File: src/rtl/strop_pkg.sv
package strop_pkg;
    parameter int unsigned XLEN = 32;

    typedef enum logic [2:0] {
        OP_CMP  = 3'd0,
        OP_FILL = 3'd1,
        OP_CPYF = 3'd2,
        OP_CPYB = 3'd3,
        OP_CPYZ = 3'd4,
        OP_SUNT = 3'd5,
        OP_SWHL = 3'd6,
        OP_NONE = 3'd7
    } op_e;

    typedef enum logic [2:0] {
        S_IDLE = 3'd0,
        S_ACC0 = 3'd1,
        S_ACC1 = 3'd2,
        S_ACC2 = 3'd3,
        S_FIN  = 3'd4
    } st_e;

    typedef struct packed {
        st_e            st;
        op_e            op;
        logic [1:0]     sz;
        logic [XLEN-1:0] r1;
        logic [XLEN-1:0] r2;
        logic [XLEN-1:0] r3;
        logic [7:0]     hold;
        logic           z;
        logic           c;
    } eng_t;

    function automatic logic uses_size(op_e op);
        return (op == OP_FILL) || (op == OP_SUNT) || (op == OP_SWHL);
    endfunction

    function automatic logic is_copy(op_e op);
        return (op == OP_CPYF) || (op == OP_CPYB) || (op == OP_CPYZ);
    endfunction
endpackage

File: src/rtl/strop_elem.sv
module strop_elem
    import strop_pkg::*;
(
    input  logic [1:0]      sz,
    input  logic [XLEN-1:0] raw,
    output logic [XLEN-1:0] elem,
    output logic [XLEN-1:0] step
);
    localparam int unsigned NB = XLEN / 8;

    logic [NB-1:0] keep;

    genvar g;
    generate
        for (g = 0; g < NB; g++) begin : g_lane
            assign elem[8*g +: 8] = keep[g] ? raw[8*g +: 8] : 8'h00;
        end
    endgenerate

    always_comb begin
        for (int i = 0; i < NB; i++) begin
            keep[i] = (i < (1 << sz));
        end
        step = XLEN'(1) << sz;
    end
endmodule

File: src/rtl/strop_judge.sv
module strop_judge
    import strop_pkg::*;
(
    input  op_e             op,
    input  logic [XLEN-1:0] lhs,
    input  logic [XLEN-1:0] rhs,
    input  logic [XLEN-1:0] cnt_next,
    output logic            stop,
    output logic            z,
    output logic            c
);
    logic eq;

    always_comb begin
        eq   = (lhs == rhs);
        stop = 1'b0;
        z    = eq;
        c    = (lhs <= rhs);
        unique case (op)
            OP_CMP: begin
                c    = (lhs >= rhs);
                stop = !eq || (lhs == '0);
            end
            OP_SUNT: stop = eq;
            OP_SWHL: begin
                z    = (cnt_next == '0);
                stop = !eq;
            end
            OP_CPYZ: stop = (lhs == '0);
            default: stop = 1'b0;
        endcase
    end
endmodule

File: src/rtl/strop_engine.sv
module strop_engine
    import strop_pkg::*;
(
    input  logic            clk,
    input  logic            rst_n,
    input  logic            start,
    input  logic [2:0]      op_in,
    input  logic [1:0]      size_in,
    input  logic [XLEN-1:0] r1_in,
    input  logic [XLEN-1:0] r2_in,
    input  logic [XLEN-1:0] r3_in,
    output logic            busy,
    output logic            done,
    output logic [XLEN-1:0] r1_out,
    output logic [XLEN-1:0] r2_out,
    output logic [XLEN-1:0] r3_out,
    output logic            flag_z,
    output logic            flag_c,
    output logic            mem_req,
    output logic            mem_we,
    output logic [1:0]      mem_size,
    output logic [XLEN-1:0] mem_addr,
    output logic [XLEN-1:0] mem_wdata,
    input  logic [XLEN-1:0] mem_rdata
);
    eng_t q, d;

    logic [1:0]      eff_sz;
    logic [XLEN-1:0] elem, step, lhs, rhs, cnt_dec;
    logic            last, hit, jz, jc;
    op_e             op_new;

    assign eff_sz  = uses_size(q.op) ? q.sz : 2'd0;
    assign cnt_dec = q.r3 - XLEN'(1);
    assign last    = (cnt_dec == '0);
    assign lhs     = (q.op == OP_CMP) ? {{(XLEN-8){1'b0}}, q.hold} : elem;
    assign rhs     = (q.op == OP_CMP) ? {{(XLEN-8){1'b0}}, mem_rdata[7:0]} : q.r2;
    assign op_new  = op_e'(op_in);

    strop_elem u_elem (
        .sz   (eff_sz),
        .raw  (mem_rdata),
        .elem (elem),
        .step (step)
    );

    strop_judge u_judge (
        .op       (q.op),
        .lhs      (lhs),
        .rhs      (rhs),
        .cnt_next (cnt_dec),
        .stop     (hit),
        .z        (jz),
        .c        (jc)
    );

    always_comb begin
        d         = q;
        mem_req   = 1'b0;
        mem_we    = 1'b0;
        mem_size  = eff_sz;
        mem_addr  = q.r1;
        mem_wdata = q.r2;
        unique case (q.st)
            S_IDLE: begin
                if (start) begin
                    d.op = op_new;
                    d.sz = size_in;
                    d.r1 = r1_in;
                    d.r2 = r2_in;
                    d.r3 = r3_in;
                    if (op_new == OP_NONE || r3_in == '0 ||
                        (uses_size(op_new) && size_in == 2'd3)) begin
                        d.st = S_FIN;
                    end else begin
                        d.st = S_ACC0;
                    end
                end
            end
            S_ACC0: begin
                mem_req = 1'b1;
                if (is_copy(q.op)) begin
                    mem_addr = q.r2;
                end
                if (q.op == OP_FILL) begin
                    mem_we = 1'b1;
                    d.r1   = q.r1 + step;
                    d.r3   = cnt_dec;
                    d.st   = last ? S_FIN : S_ACC0;
                end else begin
                    d.st = S_ACC1;
                end
            end
            S_ACC1: begin
                if (q.op == OP_CMP) begin
                    mem_req  = 1'b1;
                    mem_addr = q.r2;
                    d.hold   = mem_rdata[7:0];
                    d.st     = S_ACC2;
                end else if (is_copy(q.op)) begin
                    mem_req   = 1'b1;
                    mem_we    = 1'b1;
                    mem_wdata = elem;
                    if (q.op == OP_CPYB) begin
                        d.r1 = q.r1 - XLEN'(1);
                        d.r2 = q.r2 - XLEN'(1);
                    end else begin
                        d.r1 = q.r1 + XLEN'(1);
                        d.r2 = q.r2 + XLEN'(1);
                    end
                    d.r3 = cnt_dec;
                    d.st = (last || hit) ? S_FIN : S_ACC0;
                end else begin
                    d.r1 = q.r1 + step;
                    d.r3 = cnt_dec;
                    d.z  = jz;
                    d.c  = jc;
                    d.st = (last || hit) ? S_FIN : S_ACC0;
                end
            end
            S_ACC2: begin
                d.r1 = q.r1 + XLEN'(1);
                d.r2 = q.r2 + XLEN'(1);
                d.r3 = cnt_dec;
                d.z  = jz;
                d.c  = jc;
                d.st = (last || hit) ? S_FIN : S_ACC0;
            end
            S_FIN:   d.st = S_IDLE;
            default: d.st = S_IDLE;
        endcase
    end

    always_ff @(posedge clk or negedge rst_n) begin
        if (!rst_n) begin
            q <= '0;
        end else begin
            q <= d;
        end
    end

    assign busy   = (q.st != S_IDLE);
    assign done   = (q.st == S_FIN);
    assign r1_out = q.r1;
    assign r2_out = q.r2;
    assign r3_out = q.r3;
    assign flag_z = q.z;
    assign flag_c = q.c;
endmodule

File: config.mk
export PLATFORM = sky130hd
export DESIGN_NAME = strop_engine
export DESIGN_NICKNAME = d
export VERILOG_FILES = /design/src/rtl/strop_pkg.sv /design/src/rtl/strop_elem.sv /design/src/rtl/strop_judge.sv /design/src/rtl/strop_engine.sv
export SDC_FILE = /design/constraint.sdc
export NUM_CORES = 1
export LEC_CHECK = 0
export ABC_AREA = 1
export BUFFER_PORTS_ARGS = -buffer_cell sky130_fd_sc_hd__buf_4
export CAP_MARGIN = 20
export CORE_UTILIZATION = 42
export DETAILED_ROUTE_END_ITERATION = 12
export PLACE_DENSITY_LB_ADDON = 0.12
export REMOVE_ABC_BUFFERS = 1
export SYNTH_ARGS = -nofsm -noshare
export SYNTH_HDL_FRONTEND = slang
export SYNTH_SLANG_ARGS = --single-unit
File: constraint.sdc
create_clock -name clk -period 6.35 [get_ports clk]
set_input_delay 0.635 -clock clk [delete_from_list [all_inputs] [get_ports clk]]
set_output_delay 0.635 -clock clk [all_outputs]
set_load 0.05 [all_outputs]
======== Word level (Yosys, flattened, before mapping) ========
Index checks and enable logic that the tools add are counted.
storage, ports and cells
  flip-flop bits (word level) ............. 114
  bits in latches ......................... 0
  memory bits (writable) .................. 0
  memory bits (read-only) ................. 0
  input port bits ......................... 136
  output and inout port bits .............. 168
  logic and storage cells ................. 110
  memories ................................ 0
operators by class
  add/sub/neg operators ................... 6
  multiply operators ...................... 0
  div/mod/pow operators ................... 0
  $lt $le $gt $ge ......................... 6
  eq/ne operators ......................... 21
  shifts and indexed selects .............. 1
  muxes and demuxes ....................... 41
  bitwise operators ....................... 0
  reduce and logical (&&, ||, !) cells .... 26
operators with widths
  kind                                                        number
  2-to-1 mux 32 bit                                           11
  one-hot mux 32 bit (4 select lines)                         2
  2-to-1 mux 104 bit                                          1
  zero test 32 bit                                            3
  2-to-1 mux 96 bit                                           1
  one-hot mux 32 bit (3 select lines)                         1
  subtractor 32 x 1 -> 32 bit, second input constant          3
  adder 32 x 1 -> 32 bit, second input constant               2
  less-than comparator 3 x 32 -> 1 bit, first input constant  2
  2-to-1 mux 64 bit                                           1
  one-hot mux 32 bit (2 select lines)                         1
  adder 32 bit                                                1
  equality test 32 bit                                        1
  >= comparator 32 bit                                        1
  less-or-equal comparator 32 bit                             1
  less-than comparator 1 x 32 -> 1 bit, first input constant  1
  less-than comparator 2 x 32 -> 1 bit, first input constant  1
  2-to-1 mux 8 bit                                            4
  left shift 1 x 2 -> 32 bit, first input constant            1
  equality test 3 bit, second input constant                  7
  2-to-1 mux 3 bit                                            5
  equality test 3 x 2 -> 1 bit, second input constant         4
  one-hot mux 3 bit (4 select lines)                          1
  logical OR 1 bit                                            10
  17 further kinds                                            35

======== Longest topological paths before layout ========
  depth in word-level cells ............... 16
  mapped depth ............................ 21
  depth with buffers taken out ............ 21

======== By module ========
A second synthesis with hierarchy kept.
second synthesis, totals
  cell total of the unflattened synthesis .. 2794
  area total of the unflattened synthesis .. 16315.6 µm²
modules (own cells, without submodules)
  module        instances  cells an instance  area an instance (µm²)  sequential area each (µm²)
  strop_engine  1          2519               14722.9                 2852.7
  strop_judge   1          181                1109.8                  0.0
  strop_elem    1          94                 483.0                   0.0

======== Least setup slack after synthesis ========
No wires, ideal clock.
  path type ............................... register to output
  start ................................... register q[110] in the netlist's numbering
  end ..................................... output mem_wdata[0]
  data arrival time ....................... 2398 ps
  data required time ...................... 5715 ps
  setup slack ............................. 3317 ps
  cell stages (with the launch flop) ...... 8
  buffers on the path ..................... 2
  path through ............................ dfrtp_1 -> inv_1 -> nand3_2 -> nand2_1 -> nor2_2 -> buf_2 -> clkbuf_1 -> o21ai_0
on the way
  cells in the longest elaborated chain, start to end .. 10
  elaborated cells on any way between the ends .. 18
  those cells by class .................... order compare (1); eq/ne (6); shift (1); mux (5); reduce/logical (5)
RTL lines
  item                                                                 line                 text
  from (decl)                                                          strop_engine.sv:26   eng_t q, d;
  from (signal assigned)                                               strop_engine.sv:136  q <= '0;
  from (signal assigned)                                               strop_engine.sv:138  q <= d;
  equality test 3 x 1 -> 1 bit or equality test 3 bit (tied branches)  strop_pkg.sv:36      return (op == OP_FILL) || (op == OP_SUNT) || (op == OP_SWHL);
  logical OR 1 bit (2 in series)                                       strop_pkg.sv:36
  2-to-1 mux 2 bit                                                     strop_engine.sv:33   assign eff_sz = uses_size(q.op) ? q.sz : 2'd0;
  left shift 1 x 2 -> 32 bit                                           strop_elem.sv:22     keep[i] = (i < (1 << sz));
  less-than comparator 1 x 32 -> 1 bit                                 strop_elem.sv:22
  2-to-1 mux 8 bit                                                     strop_elem.sv:16     assign elem[8*g +: 8] = keep[g] ? raw[8*g +: 8] : 8'h00;
  2-to-1 mux 32 bit                                                    strop_engine.sv:100  end else if (is_copy(q.op)) begin
  2-to-1 mux 32 bit (*)                                                strop_engine.sv:95   if (q.op == OP_CMP) begin
  2-to-1 mux 32 bit (*)                                                strop_engine.sv:64   unique case (q.st)
  to (decl)                                                            strop_engine.sv:23   output logic [XLEN-1:0] mem_wdata,
Every way passes the cells marked *; elsewhere a longest branch is shown, timed or not.

======== Worst setup path after layout ========
  start ................................... register q[113] in the netlist's numbering
  end ..................................... output mem_addr[6]
on the way
  cells in the longest elaborated chain, start to end .. 2
  elaborated cells on any way between the ends .. 3
  those cells by class .................... eq/ne (2); mux (1)
RTL lines
  item                                                                          line                text
  equality test 3 x 2 -> 1 bit or equality test 3 x 1 -> 1 bit (tied branches)  strop_engine.sv:64
  one-hot mux 32 bit (2 select lines) (*)                                       strop_engine.sv:64
  to (decl)                                                                     strop_engine.sv:22  output logic [XLEN-1:0] mem_addr,
Marked as above.

==> flow_metrics.env <==
export IMPL_end_kind="output pin"
export IMPL_crit_arrival_ps=3750
export IMPL_clockRootBuffer="clkbuf_16"
export IMPL_fin_util_pct=49.79
export IMPL_relSlewSlack_pct=31.63
export IMPL_post_cts_buffers=0
export IMPL_cp_required_ps=5710
export IMPL_grtUsageMet3_pct=7.297
export IMPL_synth_area_sq_um=14310
export IMPL_die_area_sq_um=34830
export IMPL_clockBufferDepth=2
export IMPL_synth_ff_type="dfrtp_1"
export IMPL_hold_viol_final=0
export IMPL_cts_sinks=114
export IMPL_max_freq_ghz=0.2279
export IMPL_cts_made_buffers=17
export IMPL_port_buffers=303
export IMPL_hold_slack_ps=248.0
export IMPL_rows=67
export IMPL_grt_pass1_wl_microns=95830
export IMPL_wl_microns=62750
export IMPL_cts_hold_buf=0
export IMPL_power_mw=11.28
export IMPL_avgViaCountPerCell=5.714
export IMPL_gp_congestion=0.9995
export IMPL_critical_path_class="flop to output pin"
export IMPL_grt_usage_pct=35.39
export IMPL_place_area_sq_um=16010
export IMPL_fin_nets=2785
export IMPL_routedWlPerCell_microns=20.46
export IMPL_die_w_microns=186.6
export IMPL_synth_area_top_cells="dfrtp_1, nand2_1, nor2_1, o21ai_0, nand3_1"
export IMPL_vias=17520
export IMPL_finalSetupTns_ps=0
export IMPL_yosys_area_top_type_share_pct=19.93
export IMPL_cts_resized=0
export IMPL_area_delta_synth_final_pct=16.63
export IMPL_grt_overflow=0
export IMPL_cp_max_fo=64
export IMPL_fp_dieH_microns=186.6
export IMPL_synth_common_cells="nand2_1, nor2_1, inv_1, o21ai_0, nand3_1"
export IMPL_ys_ff_latch=114
export IMPL_hp_class="primary input to async pin"
export IMPL_cts_tree="built"
export IMPL_diodes=0
export IMPL_syn_inst=2488
export IMPL_p_leak_nw=8.026
export IMPL_synth_area_leader_cell="dfrtp_1"
export IMPL_busiest_layer="met2"
export IMPL_start_util_pct=42.69
export IMPL_core_area_sq_um=33530
export IMPL_drc_errors=0
export IMPL_slew_violations=0
export IMPL_grt_max_degree=74
export IMPL_irDropWorstVdd_v=0.0004780
export IMPL_path_clk_slew_ps=60
export IMPL_synthesis_area_per_instance_sq_um=5.754
export IMPL_ys_warn_count=0
export IMPL_clock_skew_ps=9.102
export IMPL_drive_above_1_share_pct=15.04
export IMPL_clock_latency_ps=450
export IMPL_finalCritPeriodShare_pct=69.11
export IMPL_dr_pass1_iters=6
export IMPL_rsz0062_at_grt="false"
export IMPL_yosysUniqueCellTypes=56
export IMPL_final_area_sq_um=16700
export IMPL_ant_nets=0
export IMPL_outcome="completed"
export IMPL_maxCapViolCount=0
export IMPL_hpwl_microns=46360
export IMPL_h_tree_depth=4
export IMPL_grtUsageMet2_pct=54.71
export IMPL_grt_pass1_vias=16170
export IMPL_antenna_found_initial=2
export IMPL_min_period_ps=4389
export IMPL_io_pins=304
export IMPL_synth_async_reset_ratio_pct=100.0
export IMPL_crit_path_start_kind="flop"
export IMPL_dr_first_iter_drc_count=1827
export IMPL_yosysMostFrequentCell="nand2_1"
export IMPL_seq_area_frac_synth_pct=19.93
export IMPL_p_per_area_nw_per_um2=675.4
export IMPL_synth_edff_count=0
export IMPL_worstMarginPinSlew_ps=1022
export IMPL_met1_usage_pct=49.15
export IMPL_setup_viol=0
report_power, final:
group          internal [mW]  switching [mW]
clock                  0.731           0.393
sequential              1.09           0.919
combinational           2.27            5.88
total                   4.08            7.19
registers in the layout (all words and copies together), names as in the netlist:
| signal | cells |
|---|---|
| r1_out | 32 |
| q | 16 |
| flag_z | 1 |
| r3_out | 32 |
| r2_out | 32 |
| flag_c | 1 |
per-stage QoR:
stage,cells,setup slack [ps]
after CTS,3066,2003
after global placement,3034,2391
after global routing,3067,1818
after detailed placement,3034,2247
final,3067,1961
after floorplan,2269,2323
path summary, 6_finish.rpt:
path                       slack (ps)                from  cells past startpoint                endpoint
max                              1960  q[113]$_DFFE_PN0N_                      9             mem_addr[6]
min                               250               rst_n                      1   r3_out[8]$_DFFE_PN0P_
max reg2reg                      2160  q[113]$_DFFE_PN0N_                     12   r1_out[2]$_DFFE_PN0P_
min reg2reg                       470    q[5]$_DFFE_PN0P_                      2        q[5]$_DFFE_PN0P_
max in group asynchronous        4750               rst_n                      2  r2_out[10]$_DFFE_PN0P_
min in group clk                  410        mem_rdata[5]                      3        q[7]$_DFFE_PN0P_
cells by family after synthesis:
| group | after synthesis | share of synthesized area, % |
|---|---|---|
| and+or+nand+nor | 1367 | 40.37 |
| buffers and inverters | 469 | 15.44 |
| AOI/OAI and AO/OA | 444 | 17.32 |
| DFF | 114 | 19.93 |
| xor gates and xnor gates | 50 | 3.059 |
| adders and majority gates | 43 | 3.811 |
| muxes | 1 | 0.07866 |
worst max-delay path: stages (launching register included):
cell and delay [ps]:
dfrtp_1 530, nor3_4 900, inv_4 320, nor2_8 240
inv_2 160, o21ai_4 80, buf_4 500, nand2_1 90
o21ai_0 170, buf_4 270
final cells by class:
| class | instances | area [sq um] |
|---|---|---|
| clock buffer | 25 | 525.5 |
| clock inverter | 7 | 141.4 |
| fill | 3643 | 16840 |
| inverter | 250 | 940.9 |
| multi-input combinational | 1905 | 9275 |
| sequential | 114 | 2853 |
| tap | 448 | 560.5 |
| timing repair buffer | 318 | 2400 |
placed cells by master, fill, tap and decap left out, types with 48 or more instances in the layout:
master,synthesis,routed
a21oi_1,112,112
buf_4,99,317
dfrtp_1,114,114
inv_1,239,238
nand2_1,664,664
nand3_1,187,187
nand4_1,54,54
nor2_1,369,367
o21ai_0,222,222
xor2_1,48,48
layer usage:
layer / routed length, microns / vias up
met1: 27420 / 8098
met5: 23 / -
li1: - / 8305
met2: 27490 / 993
met4: 1688 / 4
met3: 6134 / 124
Note: power is estimated with default switching activity, not from simulation.
